### config.mk
export PLATFORM = sky130hd
export DESIGN_NAME = tbase_gen
export DESIGN_NICKNAME = d
export VERILOG_FILES = /design/src/rtl/tbase_pkg.sv /design/src/rtl/tbase_regs.sv /design/src/rtl/tbase_prescaler.sv /design/src/rtl/tbase_flag.sv /design/src/rtl/tbase_gen.sv
export SDC_FILE = /design/constraint.sdc
export NUM_CORES = 1
export LEC_CHECK = 0
export BUFFER_PORTS_ARGS = -buffer_cell sky130_fd_sc_hd__buf_2
export CAP_MARGIN = 20
export CORE_MARGIN = 3
export CORE_UTILIZATION = 51
export CTS_CLUSTER_SIZE = 12
export DETAILED_ROUTE_END_ITERATION = 10
export PLACE_DENSITY_LB_ADDON = 0.08
export SLEW_MARGIN = 20
export SYNTH_ARGS = -nofsm -noshare
export SYNTH_HDL_FRONTEND = slang
export SYNTH_SLANG_ARGS = --single-unit
export TNS_END_PERCENT = 30
### constraint.sdc
create_clock -name clk -period 2.1 [get_ports clk]
set_input_delay 0.42 -clock clk [delete_from_list [all_inputs] [get_ports clk]]
set_output_delay 0.42 -clock clk [all_outputs]
set_load 0.02 [all_outputs]
### src/rtl/tbase_pkg.sv
// Package: shared register layout, control type and rate decode for the
// periodic tick interrupt generator. Assumes an 8-bit register.
package tbase_pkg;

    localparam int DATA_W   = 8;
    localparam int RATE_W   = 3;
    localparam int BIT_PEND = 7;
    localparam int RATE_LSB = 4;
    localparam int BIT_ACK  = 3;
    localparam int BIT_IE   = 2;
    localparam int BIT_RUN  = 1;

    // Control fields held by the register block.
    typedef struct packed {
        logic [RATE_W-1:0] rate;
        logic              ie;
        logic              run;
    } ctrl_t;

    // Rate code to log2 of the divider (ticks per event).
    function automatic int unsigned rate_shift(input logic [RATE_W-1:0] code);
        case (code)
            3'd0:    return 15;
            3'd1:    return 13;
            3'd2:    return 11;
            3'd3:    return 7;
            3'd4:    return 6;
            3'd5:    return 5;
            3'd6:    return 4;
            default: return 3;
        endcase
    endfunction

    // Largest shift in the table; sizes the prescaler.
    function automatic int unsigned max_shift();
        int unsigned m = 0;
        for (int i = 0; i < (1 << RATE_W); i++) begin
            if (rate_shift(RATE_W'(i)) > m) m = rate_shift(RATE_W'(i));
        end
        return m;
    endfunction

endpackage

### src/rtl/tbase_regs.sv
// Register block: decodes the single control/status register, holds the
// rate, interrupt enable and run enable, and produces the acknowledge pulse.
// Assumes one register at REG_ADDR; all other addresses read as zero.
module tbase_regs
    import tbase_pkg::*;
#(
    parameter int                ADDR_W   = 4,
    parameter logic [ADDR_W-1:0] REG_ADDR = 'hC
) (
    input  logic              clk,
    input  logic              rst_n,
    input  logic [ADDR_W-1:0] bus_addr,
    input  logic              bus_wr,
    input  logic [DATA_W-1:0] bus_wdata,
    input  logic              pend,
    output ctrl_t             ctrl,
    output logic              ack_wr,
    output logic [DATA_W-1:0] bus_rdata
);

    logic sel;
    logic wr_hit;
    logic unused_wr_bits;

    // Address match for the one register.
    assign sel    = (bus_addr == REG_ADDR);
    assign wr_hit = sel && bus_wr;

    // Acknowledge pulse: a write with the acknowledge bit set.
    assign ack_wr = wr_hit && bus_wdata[BIT_ACK];

    // The flag and reserved positions carry no write meaning.
    assign unused_wr_bits = ^{bus_wdata[BIT_PEND], bus_wdata[0]};

    // Capture the writable control fields.
    always_ff @(posedge clk) begin
        if (!rst_n) begin
            ctrl <= '0;
        end else if (wr_hit) begin
            ctrl.rate <= bus_wdata[RATE_LSB +: RATE_W];
            ctrl.ie   <= bus_wdata[BIT_IE];
            ctrl.run  <= bus_wdata[BIT_RUN];
        end
    end

    // Read mux: acknowledge and reserved positions always return zero.
    always_comb begin
        bus_rdata = '0;
        if (sel) begin
            bus_rdata[BIT_PEND]              = pend;
            bus_rdata[RATE_LSB +: RATE_W]    = ctrl.rate;
            bus_rdata[BIT_IE]                = ctrl.ie;
            bus_rdata[BIT_RUN]               = ctrl.run;
        end
    end

endmodule

### src/rtl/tbase_prescaler.sv
// Prescaler: counts reference ticks while running and flags a rollover when
// the low bits picked by the rate code wrap to zero. Held at zero while the
// run enable is low. RUN_IN_STOP picks whether the low-power indication
// pauses counting (0) or is ignored (1). Assumes ticks are one cycle wide.
module tbase_prescaler
    import tbase_pkg::*;
#(
    parameter int CNT_W       = 15,
    parameter bit RUN_IN_STOP = 1'b1
) (
    input  logic              clk,
    input  logic              rst_n,
    input  logic              tick,
    input  logic              run,
    input  logic              stop,
    input  logic [RATE_W-1:0] rate,
    output logic [CNT_W-1:0]  cnt,
    output logic              roll
);

    logic             adv;
    logic [CNT_W-1:0] mask;

    // Variant choice: the low-power indication either gates ticks or not.
    generate
        if (RUN_IN_STOP) begin : g_run_in_stop
            logic unused_stop;
            assign unused_stop = stop;
            assign adv = tick && run;
        end else begin : g_pause_in_stop
            assign adv = tick && run && !stop;
        end
    endgenerate

    // Mask of the counter bits that make up one period.
    assign mask = {CNT_W{1'b1}} >> (CNT_W - int'(rate_shift(rate)));

    // Rollover: this tick wraps the selected low bits to zero.
    assign roll = adv && ((cnt & mask) == mask);

    // Counter: cleared when stopped, advanced on each accepted tick.
    always_ff @(posedge clk) begin
        if (!rst_n) begin
            cnt <= '0;
        end else if (!run) begin
            cnt <= '0;
        end else if (adv) begin
            cnt <= cnt + 1'b1;
        end
    end

endmodule

### src/rtl/tbase_flag.sv
// Pending flag: set by a rollover and cleared by an acknowledge write. A
// rollover in the same cycle as an acknowledge wins, so no event is lost.
module tbase_flag (
    input  logic clk,
    input  logic rst_n,
    input  logic roll,
    input  logic ack_wr,
    output logic pend
);

    // Flag update with set taking priority over clear.
    always_ff @(posedge clk) begin
        if (!rst_n) begin
            pend <= 1'b0;
        end else if (roll) begin
            pend <= 1'b1;
        end else if (ack_wr) begin
            pend <= 1'b0;
        end
    end

endmodule

### src/rtl/tbase_gen.sv
// Top: periodic tick interrupt generator. Ties the register block, the
// prescaler and the pending flag together and gates the interrupt request.
// Assumes ref_tick is synchronous to clk and one cycle wide.
module tbase_gen
    import tbase_pkg::*;
#(
    parameter int                ADDR_W      = 4,
    parameter logic [ADDR_W-1:0] REG_ADDR    = 'hC,
    parameter bit                RUN_IN_STOP = 1'b1
) (
    input  logic              clk,
    input  logic              rst_n,
    input  logic              ref_tick,
    input  logic              stop_mode,
    input  logic [ADDR_W-1:0] bus_addr,
    input  logic              bus_wr,
    input  logic [7:0]        bus_wdata,
    output logic [7:0]        bus_rdata,
    output logic              irq
);

    localparam int CNT_W = int'(max_shift());

    ctrl_t            ctrl_q;
    logic             ack_wr;
    logic             pend_q;
    logic             roll;
    logic [CNT_W-1:0] cnt_q;

    tbase_regs #(
        .ADDR_W   (ADDR_W),
        .REG_ADDR (REG_ADDR)
    ) u_regs (
        .clk       (clk),
        .rst_n     (rst_n),
        .bus_addr  (bus_addr),
        .bus_wr    (bus_wr),
        .bus_wdata (bus_wdata),
        .pend      (pend_q),
        .ctrl      (ctrl_q),
        .ack_wr    (ack_wr),
        .bus_rdata (bus_rdata)
    );

    tbase_prescaler #(
        .CNT_W       (CNT_W),
        .RUN_IN_STOP (RUN_IN_STOP)
    ) u_presc (
        .clk   (clk),
        .rst_n (rst_n),
        .tick  (ref_tick),
        .run   (ctrl_q.run),
        .stop  (stop_mode),
        .rate  (ctrl_q.rate),
        .cnt   (cnt_q),
        .roll  (roll)
    );

    tbase_flag u_flag (
        .clk    (clk),
        .rst_n  (rst_n),
        .roll   (roll),
        .ack_wr (ack_wr),
        .pend   (pend_q)
    );

    // Level request: pending event gated by the interrupt enable.
    assign irq = pend_q && ctrl_q.ie;

endmodule

==> flow_summary.json, run 1 <==
{
  "yosys_warnings": 0,
  "crit_type": "reg -> reg",
  "groute.layer.met1.usage": 0.221,
  "async_sr_flop_fraction": 0,
  "proportion_of_synthesized_area_in_mux_cells": 0.00960,
  "synthesis.area_um2": 1040,
  "period_needed_ns": 1.81,
  "clock_tree.root_cell": "clkbuf_4",
  "synth.largest_area_cell": "dfxtp_1",
  "routed-via-count": 918,
  "power.static_leakage_nw": 0.450,
  "quantity_of_gates_resized_following_cts": 0,
  "synth_seq_cells": 21,
  "drv.max_cap_violation_count": 0,
  "worst_ep_required_time_ns": 2.32,
  "synth_adder_area_share": 0.0240,
  "final.fill_count": 175,
  "synth.yosys.seq_area_share": 0.403,
  "netlist_instances": 125,
  "grt_pass1_wl_um": 3440,
  "grt_setup_unrepaired": "false",
  "first_pass_iters": 4,
  "detail_route.iter0.violations": 10,
  "fin_crit_sh": 0.862,
  "synth-edff-count": 0,
  "drive_gt1_frac": 0.178,
  "cp_max_fo": 7,
  "detail_route.drc_violations": 0,
  "fmax_ghz": 0.552,
  "use_met2": 0.279,
  "initial_utilization": 0.573,
  "tritoncts": "built",
  "synth_cell_types": 32,
  "area_delta_synth_final_pct": 13.7,
  "place_area_um2": 1160,
  "cts.htree.levels": 1,
  "grt_usage": 0.168,
  "largest_family_of_logic_cells_by_synthesized_area": "simple AND/OR/NAND/NOR gates",
  "yosys.area_share.xor_xnor": 0.0672,
  "yosys.cell_count.top_type": "dfxtp_1",
  "netlist_top_cells_area": "dfxtp_1 40%, nand3_1 6.7%, nand2_1 5.0%, and2_1 4.2%, xor2_1 4.2%",
  "post-cts-setup-buffers": 0,
  "grt_busiest_layer": "met2",
  "worst_setup_path_end_kind": "flip-flop",
  "cts_sinks": 21,
  "num_rows": 15,
  "antenna_found_initial": 0,
  "netlist_top_cells_count": "21 x dfxtp_1, 14 x nand2_1, 14 x nand3_1, 10 x nor2_1",
  "finalNetCount": 166,
  "synth.avg_cell_area_um2": 8.34,
  "hp-class": "in -> reg",
  "grt_util_met3": 0.0350,
  "finalClockSkew_ns": 0.00626,
  "area.sequential_um2": 420,
  "power.density_nw_per_um2": 521,
  "routedWlPerCell_um": 11.6,
  "antenna-diode-count": 0,
  "route.final.wire_length_um": 1990,
  "final_core_util": 0.651,
  "number_of_instances_on_the_worst_hold_path": 3,
  "run_status": "complete, no violations",
  "number_of_endpoints_with_negative_hold_slack_in_the_final_report": 0,
  "fraction_of_the_mapped_netlist_area_in_compound_gates": 0.149,
  "via_per_inst": 5.37,
  "first_global_vias": 819,
  "dieArea_um2": 2620,
  "multi_input_area_um2": 594,
  "setup.worst_path.start_class": "flip-flop",
  "report.final.slew_viol_count": 0,
  "die_height_um": 51.2,
  "design.core.area_um2": 1820,
  "grt_max_degree": 16,
  "worst_ir_drop_vdd_mv": 0.422,
  "worst_skew_pair.late_latency_ns": 0.29,
  "layout.cell_area.non_filler_um2": 1180,
  "postCtsHoldBufs": 0,
  "grt-ovfl-total": 0,
  "path_clk_slew_ns": 0.12,
  "worst_ep_arrival_time_ns": 2.03,
  "place_congestion": 0.755,
  "die_width_um": 51.2,
  "totalNegativeSetupSlack_ns": 0,
  "reg2regPathDepth": 4,
  "dp_hpwl_um": 1520,
  "synth_simple_gate_area_share": 0.313,
  "post-synth-top-area-fraction": 0.403,
  "antenna_violating_nets_post_route": 0,
  "dominantRegCellSynth": "dfxtp_1",
  "io_buffers": 20,
  "clock_tree.buffer_depth": 2,
  "io_pins": 26,
  "finalSetupViolCount": 0,
  "tritoncts.num_buffers": 3
}
## report_power, final
group	internal (mW)	switching [mW]	leakage (nW)	total, mW
combinational	0.0139	0.0147	0.264	0.0286
sequential	0.399	0.00165	0.169	0.401
clock	0.0708	0.117	0.0177	0.187
total	0.484	0.133	0.450	0.617
## per-layer routing
metal	part of all wire	wire, um	vias up
li1	-	-	486
met1	0.47	943	417
met2	0.48	964	13
met3	0.035	69	2
met4	0.0060	12	0
met5	0	0	-
## cell type report
class	instances	share of cell area
clock inverter	1	0.00422
timing repair buffer	21	0.0908
sequential	21	0.355
tap	25	0.0264
inverter	1	0.00317
clock buffer	3	0.0190
multi-input combinational	99	0.502
## critical path, stage by stage, from the launching register on
cell and delay (ns):
dfxtp_1 0.42, nand3_2 0.13, or3_1 0.51, or4_1 0.51, a21oi_1 0.17
## logic make-up (layout without fill, tap and decap cells)
kind of cell / after synthesis / in the layout
multiplexers: 1 / 1
adder cells (fa/ha/maj): 2 / 2
AND/OR/NAND/NOR: 62 / 62
XOR/XNOR: 8 / 8
other: 1 / 2
buffers and inverters: 6 / 26
flip-flops: 21 / 21
AO/OA/AOI/OAI: 24 / 24
## per-stage QoR
step | cells | hold slack (ns) | power (mW) | worst slack [ns]
2_1_floorplan | 126 | 0.439 | 0.424 | 0.281
3_3_place_gp | 167 | 0.448 | 0.438 | 0.173
3_5_place_dp | 167 | 0.463 | 0.439 | 0.126
4_1_cts | 171 | 0.351 | 0.625 | 0.287
5_1_grt | 171 | 0.342 | 0.653 | 0.136
6_report | 171 | 0.357 | 0.617 | 0.289
## flip-flops by register name (all words and copies together) (netlist names)
register     cells
u_presc.cnt     15
u_flag.pend      1
u_regs.ctrl      5
## cells in the final DEF, fill, tap and decap left out, types with 2 or more instances in the layout
master	n
conb_1	2
xor2_1	5
or4_1	3
dfxtp_1	21
nor2_1	10
clkbuf_4	3
a21oi_1	7
and3_1	4
xnor2_1	3
o21ai_0	3
nand2_1	14
ha_1	2
nand4_1	2
buf_2	20
a21boi_1	5
or3_1	4
nand3_1	14
o31ai_1	3
and2_1	7
## final timing paths
path	startpoint	to	slack (ns)
max	u_regs.ctrl[0]	u_presc.cnt[11]	0.29
max reg2reg	u_regs.ctrl[0]	u_presc.cnt[11]	0.29
min	bus_wdata[2]	u_regs.ctrl[1]	0.36
min reg2reg	u_regs.ctrl[1]	u_regs.ctrl[1]	0.48
(Power assumes the default switching activity.)
==> inputs of run 2 (changes only) <==
Settings changed: SETUP_SLACK_MARGIN from default to 0.3.
==> flow_summary.json, run 2 (synthesis results as in run 1) <==
{
  "run_status": "complete, no violations",
  "post-cts-setup-buffers": 0,
  "fin_crit_sh": 0.819,
  "setup.worst_path.start_class": "flip-flop",
  "detail_route.drc_violations": 0,
  "largest-register": "u_presc.cnt",
  "tritoncts": "built",
  "finalNetCount": 166,
  "num_rows": 15,
  "finalSetupViolCount": 0,
  "rr_endpoint": "u_presc.cnt[9]",
  "io_pins": 26,
  "power.static_leakage_nw": 0.479,
  "dp_hpwl_um": 1490,
  "route.final.wire_length_um": 1980,
  "reg2reg_setup_slack_ns": 0.38,
  "reg2regPathDepth": 4,
  "grt-ovfl-total": 0,
  "report.final.slew_viol_count": 0,
  "crit_type": "reg -> reg",
  "grt_max_degree": 16,
  "number_of_endpoints_with_negative_hold_slack_in_the_final_report": 0,
  "critPathLaunch": "u_regs.ctrl[0]",
  "drv.max_cap_violation_count": 0,
  "path_clk_slew_ns": 0.12,
  "area_delta_synth_final_pct": 16.3,
  "cp_max_fo": 7,
  "layout.cells.most_common": "dfxtp_1",
  "crit_end": "u_presc.cnt[9]",
  "place_congestion": 0.769,
  "clock_tree.root_cell": "clkbuf_4",
  "routedWlPerCell_um": 11.6,
  "first_global_vias": 800,
  "die_height_um": 51.2,
  "finalClockSkew_ns": 0.00309,
  "drive_gt1_frac": 0.199,
  "antenna_violating_nets_post_route": 0,
  "routed-via-count": 946,
  "place_area_um2": 1160,
  "final.fill_count": 170,
  "via_per_inst": 5.53,
  "power.density_nw_per_um2": 515,
  "grt_setup_unrepaired": "true",
  "antenna-diode-count": 0,
  "worst_skew_pair.late_latency_ns": 0.30,
  "period_needed_ns": 1.72,
  "io_buffers": 20,
  "worst_ep_required_time_ns": 2.33,
  "most-common-layout-cells": "21 x dfxtp_1, 20 x buf_2, 14 x nand2_1, 14 x nand3_1, 10 x nor2_1",
  "hp-class": "in -> reg",
  "clock_tree.buffer_depth": 2,
  "grt_pass1_wl_um": 3510,
  "cts.htree.levels": 1,
  "cts_sinks": 21,
  "biggestRegsByFlops": "u_presc.cnt (15), u_regs.ctrl (5), u_flag.pend (1)",
  "design.core.area_um2": 1820,
  "number_of_instances_on_the_worst_hold_path": 3,
  "initial_utilization": 0.573,
  "detail_route.iter0.violations": 23,
  "fmax_ghz": 0.582,
  "antenna_found_initial": 0,
  "worst_setup_path_end_kind": "flip-flop",
  "tritoncts.num_buffers": 3,
  "worst_ep_arrival_time_ns": 1.95,
  "die_width_um": 51.2,
  "totalNegativeSetupSlack_ns": 0,
  "layout.cell_area.non_filler_um2": 1210,
  "grt_usage": 0.172,
  "first_pass_iters": 4,
  "largest_reg_flops": 15,
  "worst_ir_drop_vdd_mv": 0.327,
  "dieArea_um2": 2620,
  "r2r_start": "u_regs.ctrl[0]"
}
## run 2: cell counts in the layout (fill, tap and decap cells not counted)
Identical to the previous run, type by type.
## run 2: area by class of cell
cell class | instances | area, um2 | share of cell area
multi-input combinational | 99 | 622 | 0.513
sequential | 21 | 420 | 0.347
timing repair buffer | 21 | 108 | 0.0888
tap | 25 | 31.3 | 0.0258
clock buffer | 3 | 22.5 | 0.0186
clock inverter | 1 | 5.00 | 0.00413
inverter | 1 | 3.75 | 0.00310
## run 2: worst min-delay path by stage
stage | startpoint | to
CTS | bus_wdata[6] | u_regs.ctrl[4]
finish | bus_wdata[2] | u_regs.ctrl[1]
global placement | u_regs.ctrl[1] | u_regs.ctrl[1]
global route | bus_wdata[2] | u_regs.ctrl[1]
detailed placement | u_regs.ctrl[1] | u_regs.ctrl[1]
floorplan | u_regs.ctrl[1] | u_regs.ctrl[1]
## run 2: per-layer routing
layer	vias to the layer above	part of all wire	wire length [um]	GRT usage
li1	491	-	-	-
met1	435	0.46	920	0.228
met2	18	0.49	974	0.277
met3	2	0.041	81	0.0350
met4	0	0.0035	7	0.0538
met5	-	0	0	0
## run 2: timing repair
action | 4_1_cts | 5_1_grt
gates resized for setup | 1 | 1
setup endpoints to repair | 1 | 4
hold buffers | 0 | 0
gates cloned | 0 | 0
## run 2: report_power, final
part | internal [mW] | switching [mW]
registers | 0.399 | 0.00161
logic | 0.0145 | 0.0150
clock network | 0.0710 | 0.123
total | 0.485 | 0.140
## run 2: critical path: stages, from the launching register on
cell and delay (ns):
dfxtp_1 0.41, nand3_2 0.14, or3_4 0.45, or4_1 0.51
a21oi_1 0.14
## run 2: per-stage QoR
| step | total power [mW] | utilization | std cells | hold slack [ns] | worst slack [ns] |
|---|---|---|---|---|---|
| after CTS | 0.634 | 0.657 | 171 | 0.337 | 0.371 |
| final | 0.625 | 0.666 | 171 | 0.349 | 0.381 |
| after floorplan | 0.424 | - | 126 | 0.439 | 0.361 |
| after global routing | 0.654 | 0.666 | 171 | 0.334 | 0.275 |
| after detailed placement | 0.440 | 0.639 | 167 | 0.454 | 0.144 |
| after global placement | 0.439 | 0.639 | 167 | 0.447 | 0.170 |
